<file path="src/rtl/mulcs_pkg.sv">
package mulcs_pkg;

    // Default geometry: operand width, multiplier bits per layer, layer count
    localparam int unsigned OP_W        = 32;
    localparam int unsigned LAYER_BITS  = 2;
    localparam int unsigned LAYER_COUNT = 4;

    typedef enum logic [1:0] {
        ST_IDLE = 2'd0,
        ST_RUN  = 2'd1,
        ST_FIN  = 2'd2
    } mul_state_e;

endpackage

</file>
<file path="src/rtl/mulcs_layer.sv">
// One carry-save layer: folds BPL multiplier bits into the redundant pair.
module mulcs_layer #(
    parameter int unsigned W    = mulcs_pkg::OP_W,
    parameter int unsigned BPL  = mulcs_pkg::LAYER_BITS,
    parameter int unsigned BASE = 0
) (
    input  logic [W-1:0]   sum_i,
    input  logic [W-1:0]   carry_i,
    input  logic [W-1:0]   mcand_i,
    input  logic [BPL-1:0] bits_i,
    output logic [W-1:0]   sum_o,
    output logic [W-1:0]   carry_o
);
    for (genvar k = 0; k < BPL; k++) begin : row
        logic [W-1:0] s_in, c_in, addend, s_out, c_out;
        if (k == 0) begin : g_first
            assign s_in = sum_i;
            assign c_in = carry_i;
        end else begin : g_next
            assign s_in = row[k-1].s_out;
            assign c_in = row[k-1].c_out;
        end
        // Partial product for this multiplier bit, aligned to its weight
        assign addend = bits_i[k] ? (mcand_i << (BASE + k)) : '0;
        // 3:2 compression, carries move one place up, overflow discarded
        assign s_out  = s_in ^ c_in ^ addend;
        assign c_out  = ((s_in & c_in) | (s_in & addend) | (c_in & addend)) << 1;
    end

    assign sum_o   = row[BPL-1].s_out;
    assign carry_o = row[BPL-1].c_out;
endmodule

</file>
<file path="src/rtl/mulcs_array.sv">
// Chain of carry-save layers consuming BPL*LAYERS multiplier bits per pass.
module mulcs_array #(
    parameter int unsigned W      = mulcs_pkg::OP_W,
    parameter int unsigned BPL    = mulcs_pkg::LAYER_BITS,
    parameter int unsigned LAYERS = mulcs_pkg::LAYER_COUNT,
    localparam int unsigned STEP  = BPL * LAYERS
) (
    input  logic [W-1:0]    sum_i,
    input  logic [W-1:0]    carry_i,
    input  logic [W-1:0]    mcand_i,
    input  logic [STEP-1:0] bits_i,
    output logic [W-1:0]    sum_o,
    output logic [W-1:0]    carry_o
);
    for (genvar l = 0; l < LAYERS; l++) begin : lyr
        logic [W-1:0] s_in, c_in, s_out, c_out;
        if (l == 0) begin : g_first
            assign s_in = sum_i;
            assign c_in = carry_i;
        end else begin : g_next
            assign s_in = lyr[l-1].s_out;
            assign c_in = lyr[l-1].c_out;
        end
        mulcs_layer #(.W(W), .BPL(BPL), .BASE(l * BPL)) u_layer (
            .sum_i   (s_in),
            .carry_i (c_in),
            .mcand_i (mcand_i),
            .bits_i  (bits_i[l*BPL +: BPL]),
            .sum_o   (s_out),
            .carry_o (c_out)
        );
    end

    assign sum_o   = lyr[LAYERS-1].s_out;
    assign carry_o = lyr[LAYERS-1].c_out;
endmodule

</file>
<file path="src/rtl/mulcs_resolve.sv">
// Final carry-propagate add of the redundant pair, plus sign and zero flags.
module mulcs_resolve #(
    parameter int unsigned W = mulcs_pkg::OP_W
) (
    input  logic [W-1:0] sum_i,
    input  logic [W-1:0] carry_i,
    output logic [W-1:0] value_o,
    output logic         neg_o,
    output logic         zero_o
);
    always_comb begin
        value_o = sum_i + carry_i;
        neg_o   = value_o[W-1];
        zero_o  = (value_o == '0);
    end
endmodule

</file>
<file path="src/rtl/mulcs_unit.sv">
// Iterative multiply / multiply-accumulate with early exit on an empty multiplier.
module mulcs_unit
    import mulcs_pkg::*;
#(
    parameter int unsigned W      = mulcs_pkg::OP_W,
    parameter int unsigned BPL    = mulcs_pkg::LAYER_BITS,
    parameter int unsigned LAYERS = mulcs_pkg::LAYER_COUNT
) (
    input  logic         clk,
    input  logic         rst,
    input  logic         start_i,
    input  logic [W-1:0] op_a_i,
    input  logic [W-1:0] op_b_i,
    input  logic [W-1:0] acc_i,
    input  logic         acc_en_i,
    output logic         done_o,
    output logic [W-1:0] result_o,
    output logic         neg_o,
    output logic         zero_o
);
    localparam int unsigned STEP     = BPL * LAYERS;
    localparam int unsigned MAX_ITER = (W + STEP - 1) / STEP;
    localparam int unsigned ITER_W   = $clog2(MAX_ITER + 1);

    mul_state_e  state_q;
    logic [W-1:0] psum_q, pcarry_q, mcand_q, mplier_q;
    logic [ITER_W-1:0] iter_q;

    logic [W-1:0] psum_d, pcarry_d, mplier_shift, mcand_shift;

    assign mplier_shift = mplier_q >> STEP;
    assign mcand_shift  = mcand_q << STEP;

    mulcs_array #(.W(W), .BPL(BPL), .LAYERS(LAYERS)) u_array (
        .sum_i   (psum_q),
        .carry_i (pcarry_q),
        .mcand_i (mcand_q),
        .bits_i  (mplier_q[STEP-1:0]),
        .sum_o   (psum_d),
        .carry_o (pcarry_d)
    );

    always_ff @(posedge clk) begin
        if (rst) begin
            state_q  <= ST_IDLE;
            psum_q   <= '0;
            pcarry_q <= '0;
            mcand_q  <= '0;
            mplier_q <= '0;
            iter_q   <= '0;
        end else begin
            unique case (state_q)
                ST_IDLE: begin
                    if (start_i) begin
                        // Redundant pair starts out holding the addend (or zero)
                        psum_q   <= acc_en_i ? acc_i : '0;
                        pcarry_q <= '0;
                        mcand_q  <= op_a_i;
                        mplier_q <= op_b_i;
                        iter_q   <= '0;
                        state_q  <= (op_b_i == '0) ? ST_FIN : ST_RUN;
                    end
                end
                ST_RUN: begin
                    psum_q   <= psum_d;
                    pcarry_q <= pcarry_d;
                    mcand_q  <= mcand_shift;
                    mplier_q <= mplier_shift;
                    iter_q   <= iter_q + ITER_W'(1);
                    state_q  <= (mplier_shift == '0) ? ST_FIN : ST_RUN;
                end
                ST_FIN:  state_q <= ST_IDLE;
                default: state_q <= ST_IDLE;
            endcase
        end
    end

    mulcs_resolve #(.W(W)) u_resolve (
        .sum_i   (psum_q),
        .carry_i (pcarry_q),
        .value_o (result_o),
        .neg_o   (neg_o),
        .zero_o  (zero_o)
    );

    assign done_o = (state_q == ST_FIN);

    // completion is a single-cycle pulse followed by idle
    p_done_single_r5: assert property (@(posedge clk) disable iff (rst)
        done_o |=> !done_o);
    p_done_then_idle_r5: assert property (@(posedge clk) disable iff (rst)
        done_o |=> (state_q == ST_IDLE));
    // iteration count stays within the bound
    p_iter_bound_r4: assert property (@(posedge clk) disable iff (rst)
        (state_q == ST_RUN) |-> (iter_q < ITER_W'(MAX_ITER)));
    // iterating only while multiplier bits remain
    p_run_live_r3: assert property (@(posedge clk) disable iff (rst)
        (state_q == ST_RUN) |-> (mplier_q != '0));
    // zero multiplier finishes on the next cycle
    p_zero_mult_r8: assert property (@(posedge clk) disable iff (rst)
        ((state_q == ST_IDLE) && start_i && (op_b_i == '0)) |=> done_o);
    // a start while running never drops the operation back to idle
    p_busy_ignore_r6: assert property (@(posedge clk) disable iff (rst)
        ((state_q == ST_RUN) && start_i) |=> (state_q != ST_IDLE));
endmodule

</file>
<file path="config.mk">
export PLATFORM = sky130hd
export DESIGN_NAME = mulcs_unit
export DESIGN_NICKNAME = d
export VERILOG_FILES = /design/src/rtl/mulcs_pkg.sv /design/src/rtl/mulcs_layer.sv /design/src/rtl/mulcs_array.sv /design/src/rtl/mulcs_resolve.sv /design/src/rtl/mulcs_unit.sv
export SDC_FILE = /design/constraint.sdc
export NUM_CORES = 1
export LEC_CHECK = 0
export ABC_CLOCK_PERIOD_IN_PS = 5900
export BUFFER_PORTS_ARGS = -buffer_cell sky130_fd_sc_hd__buf_4
export CAP_MARGIN = 20
export CORE_MARGIN = 2
export CORE_UTILIZATION = 55
export CTS_BUF_LIST = sky130_fd_sc_hd__clkbuf_2 sky130_fd_sc_hd__clkbuf_4 sky130_fd_sc_hd__clkbuf_8
export CTS_CLUSTER_SIZE = 24
export DETAILED_ROUTE_END_ITERATION = 8
export PLACE_DENSITY = 0.75
export SYNTH_ARGS = -nofsm -noshare
export SYNTH_HDL_FRONTEND = slang
export SYNTH_HIERARCHICAL = 1
export SYNTH_SLANG_ARGS = --single-unit
</file>
<file path="constraint.sdc">
create_clock -name clk -period 5.9 [get_ports clk]
set_input_delay 1.18 -clock clk [delete_from_list [all_inputs] [get_ports clk]]
set_output_delay 1.18 -clock clk [all_outputs]
set_load 0.01 [all_outputs]
</file>
==> out/summary.txt <==
Ant. Diodes: 0
FF-to-FF Start: mplier_q[0]$_SDFFE_PP0P_
detailed-route via count: 11696
die area: 26500 um^2
element type at the critical path start: register
Final Hold Viols: 0
Yosys warnings: 6
CTS tree: built
pre-CTS setup slack: 0.677 ns
site row count: 58
clk sink count: 130
htree depth: 4
ANT nets after route: 0
Via density: 6.19
routability cong.: 0.915
Placed Cells: 1854
drt drc: 0
Post-Layout Inst Area: 15400 um^2
Max Cap Viol: 0
Clk pin slew, worst setup/hold paths: 0.09 ns
deepest clock path buffer count: 2
Worst Setup SP: psum_q[0]$_SDFFE_PP0P_
CTS root buf: clkbuf_8
Pleak: 7.05 nW
setup bufs post-CTS: 0
largest net degree at the start of global routing: 72
Fillers: 2164
layout cell share with drive strength beyond 1: 14.0%
Max VDD drop: 225 uV
final net count: 1921
post-synth cell types: 78
Total GRT Usage: 31.2%
RSZ-0062 raised after global routing: no
setup TNS: 0 ns
WHS: 0.504 ns
Max Freq: 178 MHz
sequential share of the synthesized area: 18.8%
final worst path period need: 5.61 ns
crit path DAT: 4.43 ns
CP endpoint kind: primary output
Post-CTS Resized: 0
Req. time, crit path: 4.72 ns
die height: 163 um
CTS Hold Bufs: 0
Final Cycle Share: 95.1%
routed wire length: 39800 um
HP Class: register to register
WL/cell: 21.1 um
DP Area: 14900 um^2
Mean Syn Cell Area: 9.41 um^2
Area Growth Syn to Fin: 11.0%
Synth Cell Area: 13900 um^2
Overflow after GRT: 0
ys flop type: dfxtp_1
WS Path Type: register to primary output
hpwl dp: 29800 um
antenna violations before repair: 0
die width: 163 um
drt first pass iters: 5
Initial Utilization: 55.5%
ys async rst share: 0%
Slew @ Worst Pin: 1.14 ns
Worst Clk Skew: 0.0157 ns
Core ar.: 25000 um^2
EDFF count, synth: 0
Slew Limit Fails: 0
CP max FO: 3
setup violators final: 0
pwr dens: 262 nW/um^2
worst hold start: mcand_q[31]$_SDFFE_PP0P_
Port Buffers: 134
DRT iter0 DRCs: 1044
first-pass GRT wire length: 63800 um
Num CTS Buffers: 17
Synth Register Bits: 130
Final Instance Count excl. Fillers: 1888
Clk Latency, worst-skew pair: 0.47 ns
final setup margin: 0.286 ns
relative slew slack: 24.1%
Mapped Cells: 1472
status: finished, final reports clean
# IOs: 135
number of global-route vias before repair: 11648
-- Yosys cell counts, types with 14 or more instances --
master | instances | area [um^2]
nor3_1 | 14 | 70.1
buf_4 | 14 | 105
fa_1 | 221 | 4420
dfxtp_1 | 130 | 2600
xnor2_1 | 24 | 210
a22oi_1 | 48 | 360
xor2_1 | 16 | 140
clkbuf_1 | 55 | 206
a311oi_1 | 81 | 709
a21oi_1 | 32 | 160
nor2_1 | 156 | 586
nand3_1 | 39 | 195
nand2_1 | 157 | 589
buf_2 | 32 | 160
and2_1 | 220 | 1380
o21ai_0 | 16 | 80.1
nor4_1 | 19 | 119
ha_1 | 55 | 688
-- stage by stage --
step,power (mW),util [%]
final,4.03,61.6
after global routing,4.36,61.6
after CTS,4.02,61.5
after detailed placement,3.22,59.9
after global placement,3.12,59.9
after floorplan,2.64,-
-- state kept, by name (all words and copies together), names as in the netlist --
| signal | cells |
|---|---|
| mplier_q | 32 |
| mcand_q | 32 |
| psum_q | 32 |
| state_q | 2 |
| pcarry_q | 32 |
-- cell type report --
| type | instances | area, um^2 | share of cell area (%) |
|---|---|---|---|
| Multi-Input combinational cell | 1231 | 10700 | 69.9 |
| Sequential cell | 130 | 2600 | 16.9 |
| Timing Repair Buffer | 154 | 1170 | 7.59 |
| Tap cell | 330 | 413 | 2.69 |
| Clock buffer | 19 | 262 | 1.70 |
| Clock inverter | 13 | 138 | 0.895 |
| Inverter | 11 | 41.3 | 0.269 |
-- layer usage --
| layer | vias up | GRT usage (%) | wire length [um] |
|---|---|---|---|
| met1 | 5835 | 45.4 | 17200 |
| li1 | 5204 | - | - |
| met2 | 605 | 47.5 | 18000 |
| met5 | - | 0 | 0 |
| met3 | 52 | 6.42 | 3870 |
| met4 | 0 | 8.89 | 793 |
-- power breakdown --
group,switching (mW),internal [mW]
Clock,0.433,0.371
Combinational,1.12,0.911
Sequential,0.213,0.982
Total,1.77,2.26
-- worst max-delay path, stage by stage, from the launching register on --
cell     delay (ns)
dfxtp_1        0.36
ha_1           0.25
fa_1           0.42
a21o_1         0.22
a21oi_1        0.18
xnor2_1        0.10
or3_1          0.37
or4_1          0.43
nor4_1         0.35
or4b_1         0.48
or4_1          0.55
nor3_2         0.11
buf_4          0.13
-- path summary, 6_finish.rpt --
kind	slack [ns]	cells after the start	end
max	0.29	12	zero_o
min	0.50	2	mcand_q[31]$_SDFFE_PP0P_
max reg2reg	0.66	12	psum_q[14]$_SDFFE_PP0P_
min reg2reg	0.50	2	mcand_q[31]$_SDFFE_PP0P_
-- cells by family (layout without fill, tap and decap cells) --
kind of cell | count (synthesis) | after routing | share of synthesized area, %
XOR/XNOR | 40 | 40 | 2.53
buffers and inverters | 115 | 197 | 3.85
flip-flops | 130 | 130 | 18.8
AND/OR/NAND/NOR | 665 | 665 | 24.4
AO/OA/AOI/OAI | 240 | 240 | 13.3
other | 4 | 8 | 0.108
multiplexers | 2 | 2 | 0.154
adder cells (fa/ha/maj) | 276 | 276 | 36.9
-- cell usage in the layout, fill, tap and decap left out, types with 4 or more instances in the layout --
cell type and instances:
nor3_1 14, inv_6 5, o21ai_0 16, nand3_1 39, inv_1 11, xor2_1 16, nor4_1 19, a21oi_1 32
buf_4 152, a21o_1 8, o21bai_1 5, conb_1 8, ha_1 55, or3_1 8, o21a_1 4, nor2b_1 4
o211ai_1 7, fa_1 221, and3_1 6, and2_1 220, xnor2_1 24, a22oi_1 48, clkbuf_8 19, nand4_1 11
dfxtp_1 130, nor2_1 156, a311oi_1 81, nand2_1 157
No activity file was read; power rests on OpenSTA's default activity.
